### src/rtl/lirq_pkg.sv
package lirq_pkg;
  localparam logic [1:0] PRIV_U = 2'd0;
  localparam logic [1:0] PRIV_S = 2'd1;
  localparam logic [1:0] PRIV_M = 2'd3;
endpackage

### src/rtl/lirq_level_gate.sv
module lirq_level_gate
  import lirq_pkg::*;
#(
  parameter int NUM_SRC = 16
) (
  input  logic [NUM_SRC-1:0] pend_i,
  input  logic [NUM_SRC-1:0] en_i,
  input  logic [NUM_SRC-1:0] deleg_i,
  input  logic [1:0]         priv_i,
  input  logic               m_gie_i,
  input  logic               s_gie_i,
  output logic [NUM_SRC-1:0] qual_o
);
  logic m_open;
  logic s_open;
  logic [NUM_SRC-1:0] cand;

  always_comb begin
    m_open = (priv_i != PRIV_M) || m_gie_i;
    s_open = (priv_i == PRIV_U) || ((priv_i == PRIV_S) && s_gie_i);
    cand   = pend_i & en_i;
  end

  for (genvar g = 0; g < NUM_SRC; g++) begin : g_src
    assign qual_o[g] = cand[g] & (deleg_i[g] ? s_open : m_open);
  end
endmodule

### src/rtl/lirq_lowest_pick.sv
module lirq_lowest_pick #(
  parameter int NUM_SRC = 16,
  localparam int CAUSE_W = (NUM_SRC > 1) ? $clog2(NUM_SRC) : 1
) (
  input  logic [NUM_SRC-1:0] vec_i,
  output logic               any_o,
  output logic [CAUSE_W-1:0] idx_o
);
  always_comb begin
    any_o = |vec_i;
    idx_o = '0;
    for (int i = NUM_SRC - 1; i >= 0; i--) begin
      if (vec_i[i]) idx_o = CAUSE_W'(i);
    end
  end
endmodule

### src/rtl/lirq_selector.sv
module lirq_selector
  import lirq_pkg::*;
#(
  parameter int NUM_SRC = 16,
  localparam int CAUSE_W = (NUM_SRC > 1) ? $clog2(NUM_SRC) : 1
) (
  input  logic               clk,
  input  logic               rst,
  input  logic [NUM_SRC-1:0] pend_i,
  input  logic [NUM_SRC-1:0] en_i,
  input  logic [NUM_SRC-1:0] deleg_i,
  input  logic [1:0]         priv_i,
  input  logic               m_gie_i,
  input  logic               s_gie_i,
  output logic               take_o,
  output logic [CAUSE_W-1:0] cause_o
);
  logic [NUM_SRC-1:0] qual_w;
  logic               any_w;
  logic [CAUSE_W-1:0] idx_w;

  lirq_level_gate #(.NUM_SRC(NUM_SRC)) u_gate (
    .pend_i (pend_i),
    .en_i   (en_i),
    .deleg_i(deleg_i),
    .priv_i (priv_i),
    .m_gie_i(m_gie_i),
    .s_gie_i(s_gie_i),
    .qual_o (qual_w)
  );

  lirq_lowest_pick #(.NUM_SRC(NUM_SRC)) u_pick (
    .vec_i(qual_w),
    .any_o(any_w),
    .idx_o(idx_w)
  );

  always_ff @(posedge clk) begin
    if (rst) begin
      take_o  <= 1'b0;
      cause_o <= '0;
    end else begin
      take_o  <= any_w;
      cause_o <= any_w ? idx_w : '0;
    end
  end

  logic [NUM_SRC-1:0] below_mask;
  assign below_mask = ~({NUM_SRC{1'b1}} << cause_o);

  // A survivor must be pending and enabled.
  assert_qual_subset_R1: assert property (@(posedge clk) disable iff (rst)
    (qual_w & ~(pend_i & en_i)) == '0);

  // Machine level closed: nothing survives.
  assert_m_closed_R3: assert property (@(posedge clk) disable iff (rst)
    (priv_i == PRIV_M && !m_gie_i) |-> (qual_w == '0));

  // Delegated sources never survive while running at machine level.
  assert_deleg_at_m_R4: assert property (@(posedge clk) disable iff (rst)
    (priv_i == PRIV_M) |-> ((qual_w & deleg_i) == '0));

  // The reported cause was a candidate one cycle earlier.
  assert_cause_was_pending_R1: assert property (@(posedge clk) disable iff (rst)
    take_o |-> ((($past(pend_i & en_i) >> cause_o) & NUM_SRC'(1)) != '0));

  // No lower-numbered survivor existed.
  assert_lowest_wins_R5: assert property (@(posedge clk) disable iff (rst)
    take_o |-> (($past(qual_w) & below_mask) == '0));

  // Idle output carries cause zero.
  assert_idle_zero_R6: assert property (@(posedge clk) disable iff (rst)
    !take_o |-> (cause_o == '0));
endmodule

### config.mk
export PLATFORM = sky130hd
export DESIGN_NAME = lirq_selector
export DESIGN_NICKNAME = d
export VERILOG_FILES = /design/src/rtl/lirq_pkg.sv /design/src/rtl/lirq_level_gate.sv /design/src/rtl/lirq_lowest_pick.sv /design/src/rtl/lirq_selector.sv
export SDC_FILE = /design/constraint.sdc
export NUM_CORES = 1
export LEC_CHECK = 0
export CAP_MARGIN = 5
export CORE_MARGIN = 2
export CORE_UTILIZATION = 38
export DETAILED_ROUTE_END_ITERATION = 12
export PLACE_DENSITY = 0.91
export SLEW_MARGIN = 20
export SYNTH_ARGS = -nofsm -noshare
export SYNTH_HDL_FRONTEND = slang
export SYNTH_SLANG_ARGS = --single-unit
### constraint.sdc
create_clock -name clk -period 2.7 [get_ports clk]
set_input_delay 0.27 -clock clk [delete_from_list [all_inputs] [get_ports clk]]
set_output_delay 0.27 -clock clk [all_outputs]
set_load 0.05 [all_outputs]
======== After elaboration in Yosys (flattened, before gate mapping) ========
Index checks and enable logic that the tools add are counted.
Widths: inputs -> output; s select.
storage, ports and cells
  memories kept ........................... 0
  bits in latches ......................... 0
  logic and storage cells ................. 65
  memory bits (writable) .................. 0
  bits in read-only memories .............. 0
  bits of input ports ..................... 54
  bits in registers ....................... 5
cells by class
  mux-type cells .......................... 31
  reduce and logical (&&, ||, !) cells .... 9
  bitwise operators ....................... 18
  shift operators ......................... 0
  multipliers ............................. 0
  divide/modulo/power cells ............... 0
  magnitude comparators ................... 0
  equal/unequal tests ..................... 2
  add/subtract/negate cells ............... 0
operator list
  operator            count
  $mux 4              8
  $mux 1              17
  $and 1x1->1         16
  $and 16x16->16      1
  $reduce_or 16->1    1
  $mux 3              4
  $reduce_or 10->1    1
  $reduce_or 6->1     1
  $mux 2              2
  $reduce_or 4->1     1
  $reduce_or 3->1     1
  $eq 2x1->1 const B  1
  $logic_not 2->1     1
  $logic_or 1x1->1    2
  $ne 2x2->1 const B  1
  $logic_and 1x1->1   1
  $not 1->1           1

======== Depth between registers and ports, before layout ========
Gate-level depths: netlist of the first run.
  depth after elaboration ................. 20
  gate-level depth with buffers ........... 8
  mapped depth without buffers ............ 6

======== Cells and area by module ========
Synthesis of the first run repeated with hierarchy kept, for this count alone.
second synthesis, totals
  cell total of the unflattened synthesis .. 97
  area, all modules ....................... 656.9 sq um
modules (own cells, without submodules)
  module            area an instance (sq um)  cells an instance  instances  seq. area each (sq um)
  lirq_level_gate   339.1                     53                 1          0.0
  lirq_lowest_pick  176.4                     34                 1          0.0
  lirq_selector     141.4                     10                 1          100.1

======== Least setup slack after synthesis of the first run ========
No wires, ideal clock.
  kind .................................... input-to-reg
  start point ............................. input priv_i[0]
  end point ............................... register cause_o[0]
  arrival ................................. 1619 ps
  library setup time ...................... 120 ps
  stages .................................. 7
  path buffers ............................ 1
  path slack .............................. 961 ps
  path through ............................ nor2b_4 or2_1 buf_6 o22a_1 a211o_1 a2111o_1 nor3b_1
between the ends
  cells in the longest elaborated chain, start to end .. 20
RTL lines
  item                  RTL line                RTL
  from (decl)           lirq_selector.sv:12     input logic [1:0] priv_i,
  $eq 2x1->1            lirq_level_gate.sv:20   s_open = (priv_i == PRIV_U) || ((priv_i == PRIV_S) && s_gie_i);
  $logic_and 1x1->1     lirq_level_gate.sv:20
  $logic_or 1x1->1      lirq_level_gate.sv:20
  $mux 1                lirq_level_gate.sv:25   assign qual_o[g] = cand[g] & (deleg_i[g] ? s_open : m_open);
  $and 1x1->1           lirq_level_gate.sv:25
  $mux 4 (8 in series)  lirq_lowest_pick.sv:13  if (vec_i[i]) idx_o = CAUSE_W'(i);
  $mux 3 (4 in series)  lirq_lowest_pick.sv:13
  $mux 2 (2 in series)  lirq_lowest_pick.sv:13
  $mux 1                lirq_lowest_pick.sv:13
  to (signal assigned)  lirq_selector.sv:44     cause_o <= any_w ? idx_w : '0;
  to (decl)             lirq_selector.sv:16     output logic [CAUSE_W-1:0] cause_o
Several ways; a longest one is shown, not always the timed one.
A chain may end at the register's enable or synchronous reset.

======== Worst setup path after layout of the first run ========
Ends and elaborated chain as after synthesis.

==> flow_summary.toml, run 1 <==
[run_status]
status = "finished, final reports clean"

[clocking]
htreeDepth = 1
clock_sinks = 5
postCtsSetupBuffers = 0
clockBufferDepth = 2
cts_tree = "built"
post_cts_resize_count = 0
hold_buffers = 0
clockRootBuffer = "clkbuf_4"
clk_pin_slew_worst_paths_ns = 0.04
cts_buffers = 3

[sta]
clock.fmax_mhz = 481
slew_headroom_pct = 66.7
rsz0062_at_grt = "no"
finalCriticalPeriod_ns = 2.08
slew_violations = 0
period_share_pct = 77.0
tightestPinTransition_ns = 0.498
holdWs_ns = 0.676
setup_viol = 0
hold_viol_final = 0
tns_ns = 0

[setup_path]
worstPathMaxFanout = 10
endpoint_kind = "register"
startpoint_type = "input port"
critPathKind = "in -> reg"
arrival_ns = 2.19
worstPathRequired_ns = 2.81

[worst_hold_path]
hold_class = "in -> reg"
min-delay-start = "rst"
worstHoldEndpoint = "take_o$_SDFF_PP0_"
min_path_cells = 2

[logic_synthesis]
avgSynthCellArea_um2 = 6.57
ys.flop_type = "dfxtp_1"
ys_warn_count = 0
synthArstFlopShare_pct = 0
synthCells = 130
seq_area_frac_synth_pct = 11.7
syn_area_um2 = 855
synth_edf_count = 0
synth.distinct_cells = 32
ys_ff_latch = 5
syn_nets = 184

[run]
cap_violations = 0

[die]
die_h_um = 51.4
die-area_mm2 = 0.00264
io_pins = 59
die_w_um = 51.4
rows = 17
initial_utilization_pct = 39.4
coreArea_mm2 = 0.00217

[drt]
drc = 0
finalWirelength_mm = 3.14
ant_nets = 0
avgRoutedWirePerCell_um = 14.4
routed_via_density = 5.96
vias = 1299
drt_iter0_drc = 31
first_pass_iters = 4

[placed_design]
routabilityCongestion = 0.787
placed_cell_area_mm2 = 0.00146
io_buffers = 58
hpwl_mm = 2.62

[global_routing]
grt_pass1_wl_mm = 5.31
grt_overflow = 0
grt_max_degree = 15
antenna_found_initial = 0
grt_usage_pct = 25.3
grt_pass1_vias = 1299

[pwr]
vdd_ir_drop_max_v = 0.000216
power.total_mw = 0.420
p_leak_nw = 0.551
powerDensity_mw_per_mm2 = 283

[finish]
fin_util_pct = 68.5
drive_gt1_share_pct = 3.16
syn2layout_area_growth_pct = 73.8
final_net_count = 245
design_area_mm2 = 0.00149
antennaDiodeCount = 0
## stage by stage
stage | cells | worst slack (ns)
2_1_floorplan | 130 | 0.961
3_3_place_gp | 214 | 0.417
3_5_place_dp | 214 | 0.391
4_1_cts | 218 | 0.638
5_1_grt | 218 | 0.489
6_report | 218 | 0.622
## cell families after synthesis
kind of cell    count (synthesis)  share of synthesized area (%)
simple gates                   65                           43.2
buf+inv                         4                           3.07
flops                           5                           11.7
compound gates                 56                           42.0
## area by class of cell
| type | instances | area (um2) |
|---|---|---|
| timing repair buffer | 60 | 596 |
| tap | 28 | 35.0 |
| multi-input combinational | 121 | 728 |
| fill | 204 | 684 |
| sequential | 5 | 100 |
| clock buffer | 4 | 26.3 |
## flip-flops by register name (all words and copies together) (netlist names)
name     count
cause_o      4
take_o       1
## layout by cell type (no fill, tap or decap), types with 2 or more instances in the layout
| master | Yosys | final |
|---|---|---|
| and3b_1 | 2 | 2 |
| dfxtp_1 | 5 | 5 |
| a31oi_1 | 3 | 3 |
| a22oi_1 | 5 | 5 |
| o221ai_1 | 2 | 2 |
| clkbuf_4 | 0 | 3 |
| nand3_1 | 16 | 16 |
| o22ai_1 | 3 | 3 |
| nand3b_1 | 15 | 15 |
| buf_4 | 0 | 2 |
| clkdlybuf4s50_1 | 0 | 58 |
| nand4_1 | 6 | 6 |
| a21oi_1 | 23 | 23 |
| o2111ai_1 | 3 | 3 |
| o21ai_0 | 6 | 6 |
| nor2_1 | 5 | 5 |
| a41oi_1 | 2 | 2 |
| nand2_1 | 15 | 15 |
## critical path: stages
cell and delay, ns:
clkdlybuf4s50_1 0.45, nor2b_4 0.16, or2_1 0.33, o22a_1 0.21, a211o_1 0.28, a2111o_1 0.35, nor3b_1 0.13
## synthesized netlist by cell type, types with 2 or more instances
cell       instances  area share [%]
buf_2              3             1.8
a31oi_1            3             2.2
a22oi_1            5             4.4
nor2_1             5             2.2
and3b_1            2             2.1
nand4_1            6             4.4
o22ai_1            3             2.2
o21ai_0            6             3.5
o221ai_1           2             2.1
nand2_1           15             6.6
o2111ai_1          3             3.1
nand3_1           16             9.4
nand3b_1          15              13
a41oi_1            2             2.1
dfxtp_1            5              12
a21oi_1           23              13
## where the power goes
part	internal [mW]	switching [mW]	leakage (nW)	total (mW)
clock	0.0557	0.0284	0.0150	0.0842
combinational	0.132	0.120	0.495	0.252
sequential	0.0821	0.00260	0.0414	0.0847
## worst max-delay path by stage
stage,start,to,slack (ns)
after floorplan,priv_i[0],cause_o[0]$_SDFF_PP0_,0.96
after global placement,priv_i[0],cause_o[0]$_SDFF_PP0_,0.42
after detailed placement,priv_i[0],cause_o[0]$_SDFF_PP0_,0.39
after global routing,priv_i[1],cause_o[0]$_SDFF_PP0_,0.49
final,priv_i[0],cause_o[0]$_SDFF_PP0_,0.62
after CTS,priv_i[0],cause_o[0]$_SDFF_PP0_,0.64
## layer usage
metal,GRT usage (%),vias up,part of all wire (%)
met4,5.26,0,0.96
met2,49.6,47,53
met3,2.63,4,4.5
li1,-,649,-
met5,0,-,0
met1,28.7,599,42
(Power assumes the default switching activity.)
==> run 2: changes to the inputs <==
Settings changed: CORE_UTILIZATION 38 to 35, PLACE_DENSITY 0.91 to 0.85.
Clock period 2.7 ns to 2.1 ns, I/O delays scaled along.
==> run 2 against run 1 <==
- critical endpoint unchanged
- non-clock buffer count is 9 higher
- combinational power is 36% higher
- critical path depth is the same
- routed wire length is 1.6% higher
- global-route usage shrank 1.8 points
==> flow_summary.toml, run 2 (synthesis results as in run 1) <==
[run_status]
status = "finished, final reports clean"

[placed_design]
io_buffers = 58
hpwl_mm = 2.63
place_ws_ns = -0.0249
routabilityCongestion = 0.879

[clocking]
clock_sinks = 5
clk_pin_slew_worst_paths_ns = 0.05
cts_buffers = 3
hold_buffers = 0
clockBufferDepth = 2
clockRootBuffer = "clkbuf_4"
htreeDepth = 1
post_cts_resize_count = 0
postCtsSetupBuffers = 0
cts_tree = "built"

[sta]
setup_viol = 0
fin_ws_ns = 0.204
tns_ns = 0
period_share_pct = 90.3
hold_viol_final = 0
slew_headroom_pct = 66.6
slew_violations = 0
rsz0062_at_grt = "no"
clock.fmax_mhz = 528
finalCriticalPeriod_ns = 1.90
tightestPinTransition_ns = 0.500

[drt]
maxUsedRoutingLayer = "met4"
routed_via_density = 6.06
vias = 1376
drc = 0
ant_nets = 0
finalWirelength_mm = 3.19
met3_wirelength_um = 291
first_pass_iters = 6
drt_iter0_drc = 70
avgRoutedWirePerCell_um = 14.1
wirelength_met1_mm = 1.25
wl_met2_mm = 1.60

[global_routing]
grt_pass1_vias = 1296
grt_max_degree = 15
grt_usage_pct = 23.4
grt_pass1_wl_mm = 5.15
grt_overflow = 0
antenna_found_initial = 0

[setup_path]
cp_slowest_cell = "clkdlybuf4s50_1"
slowest_delay_ns = 0.45
startpoint_type = "input port"
crit_start = "priv_i[0]"
crit_chain = "clkdlybuf4s50_1 -> nor2b_4 -> or2_1 -> o22a_1 -> a211o_1 -> a2111o_1 -> nor3b_1"
worstPathRequired_ns = 2.23
arrival_ns = 2.03
worstPathMaxFanout = 4
critPathKind = "in -> reg"
endpoint_kind = "register"

[pwr]
power.total_mw = 0.566
vdd_ir_drop_max_v = 0.000297
p_leak_nw = 0.595
powerDensity_mw_per_mm2 = 364

[finish]
layout_commonest_cell = "clkdlybuf4s50_1"
final_net_count = 254
syn2layout_area_growth_pct = 81.7
reg_top3 = "cause_o x4, take_o x1"
drive_gt1_share_pct = 7.54
antennaDiodeCount = 0
largest_reg_flops = 4
final_cell_mix = "clkdlybuf4s50_1, a21oi_1, nand3_1"
top_register = "cause_o"
fin_util_pct = 68.9

[worst_hold_path]
hold_class = "in -> reg"
worstHoldEndpoint = "take_o$_SDFF_PP0_"
min-delay-start = "rst"
min_path_cells = 2

[die]
rows = 17
die_h_um = 53.4
initial_utilization_pct = 37.9
die-area_mm2 = 0.00285
io_pins = 59
die_w_um = 53.4
coreArea_mm2 = 0.00225

[run]
cap_violations = 0
run 2: changes by cell type in the layout (fill, tap and decap cells not counted):
| cell | delta |
|---|---|
| buf_4 | +9 |
run 2: report_power, final:
group / switching [mW] / leakage (nW) / internal, mW
combinational: 0.158 / 0.538 / 0.184
sequential: 0.00268 / 0.0414 / 0.105
clock: 0.0439 / 0.0150 / 0.0721
run 2: cell type report:
type | instances | area [um2]
clock buffer | 4 | 26.3
fill | 201 | 702
multi-input combinational | 121 | 728
sequential | 5 | 100
tap | 28 | 35.0
timing repair buffer | 69 | 663
run 2: how the worst max path moves through the flow:
stage,depth (start not counted),to
floorplan,7,cause_o[0]$_SDFF_PP0_
CTS,7,cause_o[0]$_SDFF_PP0_
global placement,7,cause_o[0]$_SDFF_PP0_
global route,9,cause_o[0]$_SDFF_PP0_
detailed placement,7,cause_o[0]$_SDFF_PP0_
finish,7,cause_o[0]$_SDFF_PP0_
run 2: metal layers:
| layer | vias to the layer above | global-route usage (%) |
|---|---|---|
| met5 | - | 0 |
| met4 | 0 | 4.27 |
| met3 | 8 | 1.41 |
| met2 | 87 | 48.6 |
| met1 | 612 | 25.2 |
| li1 | 669 | - |
run 2: worst max-delay path, delay by kind of cell:
family	cells	cell delay, ns
compound gates	3	0.81
simple gates	3	0.54
buf+inv	1	0.45
run 2: metrics by stage:
step	hold WS, ns	instance area, um2	cells
after floorplan	0.303	855	130
after global placement	0.828	1530	223
after detailed placement	0.829	1530	223
after CTS	0.594	1550	227
after global routing	0.621	1550	227
final	0.592	1550	227
==> run 3: changes to the inputs <==
Settings changed: ABC_CLOCK_PERIOD_IN_PS from default to 2100, CAP_MARGIN 5 to 25.
==> results of run 3 <==
Same layout as run 2: the final DEF is identical, and so are final timing and power.
